### src/rtl/lar_pkg.sv
package lar_pkg;

  localparam int LAR_FRAME_BITS = 16;
  localparam int LAR_DATA_BITS  = 8;
  localparam int LAR_DATA_LSB   = 4;

  typedef enum logic [1:0] {
    S_IDLE,
    S_LEAD,
    S_SHIFT,
    S_TRAIL
  } lar_state_t;

  // Pull the data byte from a fixed distance off the trailing end of the capture.
  function automatic logic [LAR_DATA_BITS-1:0] lar_take_byte(
      input logic [LAR_FRAME_BITS-1:0] word);
    return word[LAR_DATA_LSB +: LAR_DATA_BITS];
  endfunction

  // Half-period ticks spent with chip select low: lead, 2N-1 edges, tail.
  function automatic int lar_frame_ticks(input int bits);
    return 2 * bits + 1;
  endfunction

endpackage

### src/rtl/lar_half_tick.sv
module lar_half_tick #(
  parameter int DIV = 50
) (
  input  logic clk,
  input  logic rst,
  input  logic run,
  output logic tick
);
  localparam int W = (DIV > 1) ? $clog2(DIV) : 1;

  logic [W-1:0] cnt;

  assign tick = run && (cnt == W'(DIV - 1));

  always_ff @(posedge clk) begin
    if (rst || !run) begin
      cnt <= '0;
    end else if (tick) begin
      cnt <= '0;
    end else begin
      cnt <= cnt + 1'b1;
    end
  end
endmodule

### src/rtl/lar_trigger.sv
module lar_trigger #(
  parameter int PERIOD = 100000
) (
  input  logic clk,
  input  logic rst,
  input  logic en,
  output logic fire
);
  localparam int W = (PERIOD > 1) ? $clog2(PERIOD) : 1;

  logic [W-1:0] cnt;

  assign fire = en && (cnt == W'(PERIOD - 1));

  always_ff @(posedge clk) begin
    if (rst || !en) begin
      cnt <= '0;
    end else if (fire) begin
      cnt <= '0;
    end else begin
      cnt <= cnt + 1'b1;
    end
  end
endmodule

### src/rtl/lar_frame_fsm.sv
module lar_frame_fsm
  import lar_pkg::*;
(
  input  logic                      clk,
  input  logic                      rst,
  input  logic                      go,
  input  logic                      tick,
  input  logic                      sdata,
  output logic                      cs_n,
  output logic                      sclk,
  output logic                      busy,
  output logic                      rise_ev,
  output logic                      fall_ev,
  output logic                      frame_end,
  output logic [LAR_FRAME_BITS-1:0] word
);
  localparam int BW = $clog2(LAR_FRAME_BITS);
  localparam logic [BW-1:0] LAST_BIT = BW'(LAR_FRAME_BITS - 1);

  lar_state_t  st;
  logic [BW-1:0] bitn;
  logic [LAR_FRAME_BITS-1:0] shreg;

  assign busy      = (st != S_IDLE);
  assign rise_ev   = (st == S_SHIFT) && tick && !sclk;
  assign fall_ev   = tick && ((st == S_LEAD) || ((st == S_SHIFT) && sclk));
  assign frame_end = (st == S_TRAIL) && tick;
  assign word      = shreg;

  always_ff @(posedge clk) begin
    if (rst) begin
      st    <= S_IDLE;
      cs_n  <= 1'b1;
      sclk  <= 1'b1;
      bitn  <= '0;
      shreg <= '0;
    end else begin
      unique case (st)
        S_IDLE: begin
          if (go) begin
            st   <= S_LEAD;
            cs_n <= 1'b0;
            bitn <= '0;
          end
        end
        S_LEAD: begin
          if (tick) begin
            sclk <= 1'b0;
            st   <= S_SHIFT;
          end
        end
        S_SHIFT: begin
          if (tick) begin
            if (!sclk) begin
              sclk  <= 1'b1;
              shreg <= {shreg[LAR_FRAME_BITS-2:0], sdata};
              if (bitn == LAST_BIT) begin
                st <= S_TRAIL;
              end else begin
                bitn <= bitn + 1'b1;
              end
            end else begin
              sclk <= 1'b0;
            end
          end
        end
        S_TRAIL: begin
          if (tick) begin
            cs_n <= 1'b1;
            st   <= S_IDLE;
          end
        end
        default: st <= S_IDLE;
      endcase
    end
  end
endmodule

### src/rtl/light_adc_reader.sv
module light_adc_reader
  import lar_pkg::*;
#(
  parameter int HALF_DIV    = 50,
  parameter int TRIG_PERIOD = 200000
) (
  input  logic                     clk,
  input  logic                     rst,
  input  logic                     start_i,
  input  logic                     auto_en_i,
  input  logic                     adc_sdata_i,
  output logic                     adc_cs_n_o,
  output logic                     adc_sclk_o,
  output logic [LAR_DATA_BITS-1:0] light_o,
  output logic                     light_valid_o,
  output logic                     busy_o
);
  logic                      half_tick;
  logic                      trig_fire;
  logic                      start_go;
  logic                      rise_ev;
  logic                      fall_ev;
  logic                      frame_end;
  logic [LAR_FRAME_BITS-1:0] cap_word;

  assign start_go = (start_i || trig_fire) && !busy_o;

  lar_half_tick #(.DIV(HALF_DIV)) u_tick (
    .clk  (clk),
    .rst  (rst),
    .run  (busy_o),
    .tick (half_tick)
  );

  lar_trigger #(.PERIOD(TRIG_PERIOD)) u_trig (
    .clk  (clk),
    .rst  (rst),
    .en   (auto_en_i),
    .fire (trig_fire)
  );

  lar_frame_fsm u_fsm (
    .clk       (clk),
    .rst       (rst),
    .go        (start_go),
    .tick      (half_tick),
    .sdata     (adc_sdata_i),
    .cs_n      (adc_cs_n_o),
    .sclk      (adc_sclk_o),
    .busy      (busy_o),
    .rise_ev   (rise_ev),
    .fall_ev   (fall_ev),
    .frame_end (frame_end),
    .word      (cap_word)
  );

  always_ff @(posedge clk) begin
    if (rst) begin
      light_o       <= '0;
      light_valid_o <= 1'b0;
    end else begin
      light_valid_o <= frame_end;
      if (frame_end) begin
        light_o <= lar_take_byte(cap_word);
      end
    end
  end
endmodule

### config.mk
export PLATFORM = sky130hd
export DESIGN_NAME = light_adc_reader
export DESIGN_NICKNAME = d
export VERILOG_FILES = /design/src/rtl/lar_pkg.sv /design/src/rtl/lar_half_tick.sv /design/src/rtl/lar_trigger.sv /design/src/rtl/lar_frame_fsm.sv /design/src/rtl/light_adc_reader.sv
export SDC_FILE = /design/constraint.sdc
export NUM_CORES = 1
export LEC_CHECK = 0
export BUFFER_PORTS_ARGS = -buffer_cell sky130_fd_sc_hd__clkbuf_2
export CAP_MARGIN = 20
export CORE_MARGIN = 3
export CORE_UTILIZATION = 53
export DETAILED_ROUTE_END_ITERATION = 12
export GPL_TIMING_DRIVEN = 0
export PLACE_DENSITY = 0.74
export SLEW_MARGIN = 20
export SYNTH_ARGS = -nofsm -noshare
export SYNTH_HDL_FRONTEND = slang
export SYNTH_SLANG_ARGS = --single-unit
### constraint.sdc
create_clock -name clk -period 1.9 [get_ports clk]
set_input_delay 0.19 -clock clk [delete_from_list [all_inputs] [get_ports clk]]
set_output_delay 0.19 -clock clk [all_outputs]
set_load 0.005 [all_outputs]
Yosys cells after proc, flatten, opt, wreduce, memory -nomap -nowiden
Index checks and enable logic that the tools add are counted.
Operators by class
  equal/unequal tests: 13
  muxes and demuxes: 19
  reduce and logical (&&, ||, !) cells: 21
  shift operators: 0
  add/sub/neg operators: 3
  bitwise logic cells: 1
  $mul: 0
  div/mod/pow operators: 0
  order comparisons: 0
Operators by type and width (number)
  adder 18 x 1 -> 18 bit, second input constant: 1
  equality test 18 bit, second input constant: 1
  2-to-1 mux 4 bit: 4
  2-to-1 mux 2 bit: 6
  AND reduction 3 bit: 3
  != test 2 bit, second input constant: 4
  case mux 2 bit (4 select lines): 1
  case mux 4 bit (2 select lines): 1
  nonzero test 2 bit: 4
  adder 6 x 1 -> 6 bit, second input constant: 1
  equality test 6 bit, second input constant: 1
  != test 2 x 1 -> 1 bit, second input constant: 3
  AND reduction 6 bit: 1
  2-to-1 mux 1 bit: 5
  AND reduction 5 bit: 1
  adder 4 x 1 -> 4 bit, second input constant: 1
  equality test 2 bit, second input constant: 2
  equality test 4 bit, second input constant: 1
  logical AND 1 bit: 4
  case mux 1 bit (2 select lines): 2
  OR reduction 2 bit: 2
  logical OR 1 bit: 3
  equality test 2 x 1 -> 1 bit, second input constant: 1
  logical NOT 1 bit: 2
  other kinds (2): 2
Word-level totals
  bits in latches: 0
  bits of input ports: 5
  bits in registers: 53
  RAM bits: 0
  logic and storage cells: 66
  ROM bits: 0
  memories kept: 0
  output and inout bits: 12

Depth between registers and ports, before layout
  depth after elaboration: 6
  mapped depth: 8
  mapped depth without buffers: 7

By module
Synthesis repeated with hierarchy kept, for this count alone.
Unflattened totals
  cells, all modules: 289
  area, all modules: 2521.2 µm²
Modules (own cells, without submodules)
  lar_frame_fsm: instances 1, sequential area each 480.5 µm², area an instance 1091.0 µm², cells each 134
  lar_trigger: instances 1, sequential area each 360.3 µm², area an instance 845.8 µm², cells each 97
  light_adc_reader: instances 1, sequential area each 180.2 µm², area an instance 320.3 µm², cells each 30
  lar_half_tick: instances 1, sequential area each 120.1 µm², area an instance 264.0 µm², cells each 28

Least setup slack after synthesis
No wires, ideal clock.
  path type: reg-to-reg
  start: register u_fsm.st[0]
  end: register u_fsm.bitn[1]
  arrival: 2.007 ns
  library setup time: 0.070 ns
  required time: 1.830 ns
  period minus slack after synthesis: 2.078 ns
  slack: -0.178 ns
  stages on the path, launching flop included: 9
  buffers on the path: 1
  path through: dfxtp_1 inv_1 ha_1 nand4bb_1 or4_4 buf_6 a2bb2oi_1 or3_1 a21oi_1
On the way
  word-level cells in the longest chain between the ends: 5
  elaborated cells on any way between the ends: 13
  classes of those cells: eq/ne (5); mux (1); reduce/logical (7)
Ends and longest elaborated chain
  start: declaration: line lar_frame_fsm.sv:20  | lar_state_t st;
  start signal: assignment: line lar_frame_fsm.sv:32  | st <= S_IDLE;
  start signal: assignment: line lar_frame_fsm.sv:41  | st <= S_LEAD;
  start signal: assignment: line lar_frame_fsm.sv:49  | st <= S_SHIFT;
  nonzero test 2 bit: line lar_frame_fsm.sv:24  | assign busy = (st != S_IDLE);
  logical NOT 1 bit: line light_adc_reader.sv:26  | assign start_go = (start_i || trig_fire) && !busy_o;
  logical AND 1 bit: line light_adc_reader.sv:26
  != test 2 bit (no line)
  AND reduction 5 bit (no line)
  end signal: assignment: line lar_frame_fsm.sv:60  | bitn <= bitn + 1'b1;
  end: declaration: line lar_frame_fsm.sv:21  | logic [BW-1:0] bitn;
Parallel ways exist; a longest one is shown, timed or not.
A chain may end at the register's enable or synchronous reset.

Worst setup path after layout
  start: register u_fsm.st[1]
  end: register u_fsm.bitn[1]
Same word-level chain as after synthesis.

==> results_dict.tcl <==
set metrics [dict create \
    hold_viol_final 0 \
    crit_fanout 6 \
    switching_share_pct 30.4 \
    criticalPathCategory "flop to flop" \
    synth_fp_nets 261 \
    r2r_slack_ns -0.07 \
    rsz0062_at_grt "true" \
    vias 1760 \
    min_to "u_fsm.word[0]$_SDFFE_PP0P_" \
    peakVddDrop_uv 711 \
    grt_antenna_before_repair 0 \
    fin_crit_ns 1.97 \
    r2r_cells 7 \
    drive_gt1_share_pct 23.4 \
    synthDistinctLibCells 36 \
    start_kind "flop" \
    fp.dieArea_um2 5050 \
    yosysSeqAreaShare_pct 47.2 \
    cts_inserted_buffers 5 \
    syn_avg_cell_area_um2 9.06 \
    final_nets 298 \
    fp.dieH_um 71.1 \
    netlist_area_um2 2250 \
    cp_data_required_time_ns 2.14 \
    layout_setup_ws_ns -0.0656 \
    crit_chain "inv_4 > ha_4 > nand4bb_4 > or4_4 > a2bb2oi_4 > or3_1 > a21oi_1" \
    slew_violations 0 \
    max_freq_ghz 0.509 \
    antenna_left 0 \
    internal_power_mw 1.85 \
    cts.clk_slew.worst_paths_ns 0.10 \
    cpPeakStageDelay_ns 0.50 \
    critPathSlowestCell "or4_4" \
    setup_viol 3 \
    max-cap-violations 0 \
    cts_tree "built" \
    clk_latency_ns 0.31 \
    holdPathStages 3 \
    status "finished with violations" \
    grt_pass1_vias 1564 \
    grt_pass1_wl_um 7090 \
    clockPowerShare_pct 24.6 \
    boundaryPins 17 \
    power.switching_mw 0.805 \
    drt_first_iter_violations 68 \
    n_antenna_cell 0 \
    first_pass_iters 4 \
    relSlewSlack_pct 65.9 \
    drc 0 \
    dp_hpwl_um 2840 \
    r2r-start "u_fsm.st[1]$_SDFFE_PP0P_" \
    grt-ovfl-total 0 \
    r2r_end "u_fsm.bitn[1]$_SDFFE_PP0P_" \
    placedInstanceArea_um2 2420 \
    core_um2 4060 \
    yosys_warnings 0 \
    powerDensity_nw_per_um2 973 \
    area_growth_pct 21.3 \
    gp_congestion 0.852 \
    violations "negative setup slack" \
    arrival_ns 2.20 \
    wl_per_cell_um 13.1 \
    grt_usage_pct 17.5 \
    netlist.area_leader.share_pct 47.2 \
    postSynthCellCount 248 \
    numPortBuffers 15 \
    worst_clock_skew_ns 0.00771 \
    clock_path_buffers 2 \
    final_area_um2 2730 \
    hp-class "input pin to flop" \
    setup_tns_ns -0.138 \
    power_frac_comb_pct 29.1 \
    wirelength_um 4390 \
    initial_utilization_pct 55.3 \
    cts_max_level 2 \
    leakage_nw 1.12 \
    die_w_um 71.1 \
    clockRootBuffer "clkbuf_8" \
    via_per_inst 5.24 \
    holdCritStartpoint "adc_sdata_i" \
    clock-sinks 53 \
    hold_ws_ns 0.115 \
    fin_crit_sh_pct 103 \
    worstMarginPinSlew_ns 0.512 \
    rows 23 \
    synthTopCellsByArea "dfxtp_1 47%, nor2_1 6.9%, mux2i_1 6.2%" \
    cp-end-kind "flop" \
    grt_max_degree 19 \
    synth.largest_area_cell "dfxtp_1" \
    ys_seq_elements 53 \
    seqPwrFrac_pct 46.3 \
]
## cell usage after synthesis, drive strengths merged
cell type / instances
nand2b: 1
ha: 8
a211oi: 1
nand4bb: 1
xor2: 12
or3: 5
mux2i: 14
and2: 2
nand3b: 1
a2bb2oi: 1
and3: 4
o311a: 1
nor2: 41
a221o: 1
nand3: 18
o311ai: 1
and4: 4
nand4: 3
or4: 1
xnor2: 7
nor4: 1
inv: 9
o221a: 1
o21ai: 5
nand2: 22
o31ai: 2
nor3: 1
or3b: 1
a21oi: 14
nor4b: 1
buf: 3
clkbuf: 6
nor2b: 2
dfxtp: 53
## routing by layer
| metal | routed length (um) | share of wire (%) | GRT usage [%] |
|---|---|---|---|
| met1 | 2210 | 50 | 23.6 |
| met2 | 1960 | 45 | 27.1 |
| met3 | 132 | 3.0 | 3.55 |
| met4 | 83 | 1.9 | 8.14 |
| met5 | 0 | 0 | 0 |
## final cells by class
| cell class | count | area [um^2] |
|---|---|---|
| Clock buffer | 5 | 68.8 |
| Sequential cell | 53 | 1070 |
| Multi-Input combinational cell | 177 | 1220 |
| Inverter | 9 | 38.8 |
| Buffer | 8 | 33.8 |
| Timing Repair Buffer | 31 | 206 |
| Tap cell | 50 | 62.6 |
| Fill cell | 304 | 1330 |
| Clock inverter | 3 | 26.3 |
## critical path: cells and delay by family (launching register included)
kind / cells / cell delay [ns]
flops: 1 / 0.38
simple gates: 3 / 1.04
buf+inv: 1 / 0.04
fa+ha+maj: 1 / 0.15
compound gates: 2 / 0.30
## registers in the layout (all words and copies together), names as in the netlist
name	cells
u_fsm.cs_n	1
light_valid_o	1
u_fsm.st	2
u_tick.cnt	6
u_fsm.sclk	1
u_fsm.bitn	4
light_o	8
u_trig.cnt	18
u_fsm.word	12
## power groups by stage
stage | sequential (mW) | clock (mW) | combinational [mW]
after floorplan | 1.25 | 0 | 0.352
after global placement | 1.26 | 0 | 0.479
after detailed placement | 1.26 | 0 | 0.483
after CTS | 1.22 | 0.675 | 0.625
after global routing | 1.23 | 0.705 | 0.840
final | 1.23 | 0.653 | 0.771
## how the worst max path moves through the flow
stage                                  start                    endpoint  slack (ns)  depth (start not counted)
CTS                 u_fsm.st[0]$_SDFFE_PP0P_  u_fsm.bitn[1]$_SDFFE_PP0P_       -0.10                          7
global placement    u_trig.cnt[0]$_SDFF_PP0_   u_trig.cnt[11]$_SDFF_PP0_       -0.32                          6
global route        u_fsm.st[1]$_SDFFE_PP0P_  u_fsm.bitn[0]$_SDFFE_PP0P_       -0.12                          7
finish              u_fsm.st[1]$_SDFFE_PP0P_  u_fsm.bitn[1]$_SDFFE_PP0P_       -0.07                          7
floorplan           u_fsm.st[1]$_SDFFE_PP0P_  u_fsm.bitn[1]$_SDFFE_PP0P_       -0.06                          8
detailed placement  u_trig.cnt[0]$_SDFF_PP0_   u_trig.cnt[11]$_SDFF_PP0_       -0.35                          6
## logic make-up (layout without fill, tap and decap cells)
logic type / count (synthesis) / count (layout) / synth area share (%)
adder cells (fa/ha/maj): 8 / 8 / 4.46
AO/OA/AOI/OAI: 27 / 27 / 7.74
AND/OR/NAND/NOR: 109 / 109 / 23.5
flip-flops: 53 / 53 / 47.2
multiplexers: 14 / 14 / 6.24
XOR/XNOR: 19 / 19 / 7.41
buffers and inverters: 18 / 56 / 3.45
## stage by stage
stage          utilization [%]  setup WS, ns  power (mW)  cells
2_1_floorplan                -       -0.0606        1.60    248
3_3_place_gp              59.7        -0.325        1.74    313
3_5_place_dp              59.7        -0.346        1.75    313
4_1_cts                   64.7        -0.103        2.52    329
5_1_grt                   67.2        -0.121        2.78    336
6_report                  67.2       -0.0656        2.65    336
## cells in the final DEF, fill, tap and decap left out, types with 2 or more instances in the layout
master / n
a21oi_1: 13
and2_1: 2
and3_1: 4
and4_1: 3
buf_2: 2
buf_4: 13
buf_6: 3
clkbuf_1: 5
clkbuf_2: 16
clkbuf_8: 5
clkinv_4: 2
dfxtp_1: 49
dfxtp_2: 3
ha_1: 5
ha_4: 2
inv_1: 6
inv_4: 2
mux2i_1: 14
nand2_1: 21
nand3_1: 17
nand4_1: 3
nor2_1: 40
nor2b_1: 2
o21ai_0: 3
o31ai_1: 2
or3_1: 4
xnor2_1: 7
xor2_1: 12
## repair_timing
item / in CTS / in global routing
hold buffers: 0 / 0
pin swaps: 7 / 8
gates resized for setup: 9 / 14
hold endpoints to repair: 0 / 0
setup endpoints to repair: 43 / 26
buffers inserted: 9 / 7
Power figures use the tool's default switching activity.
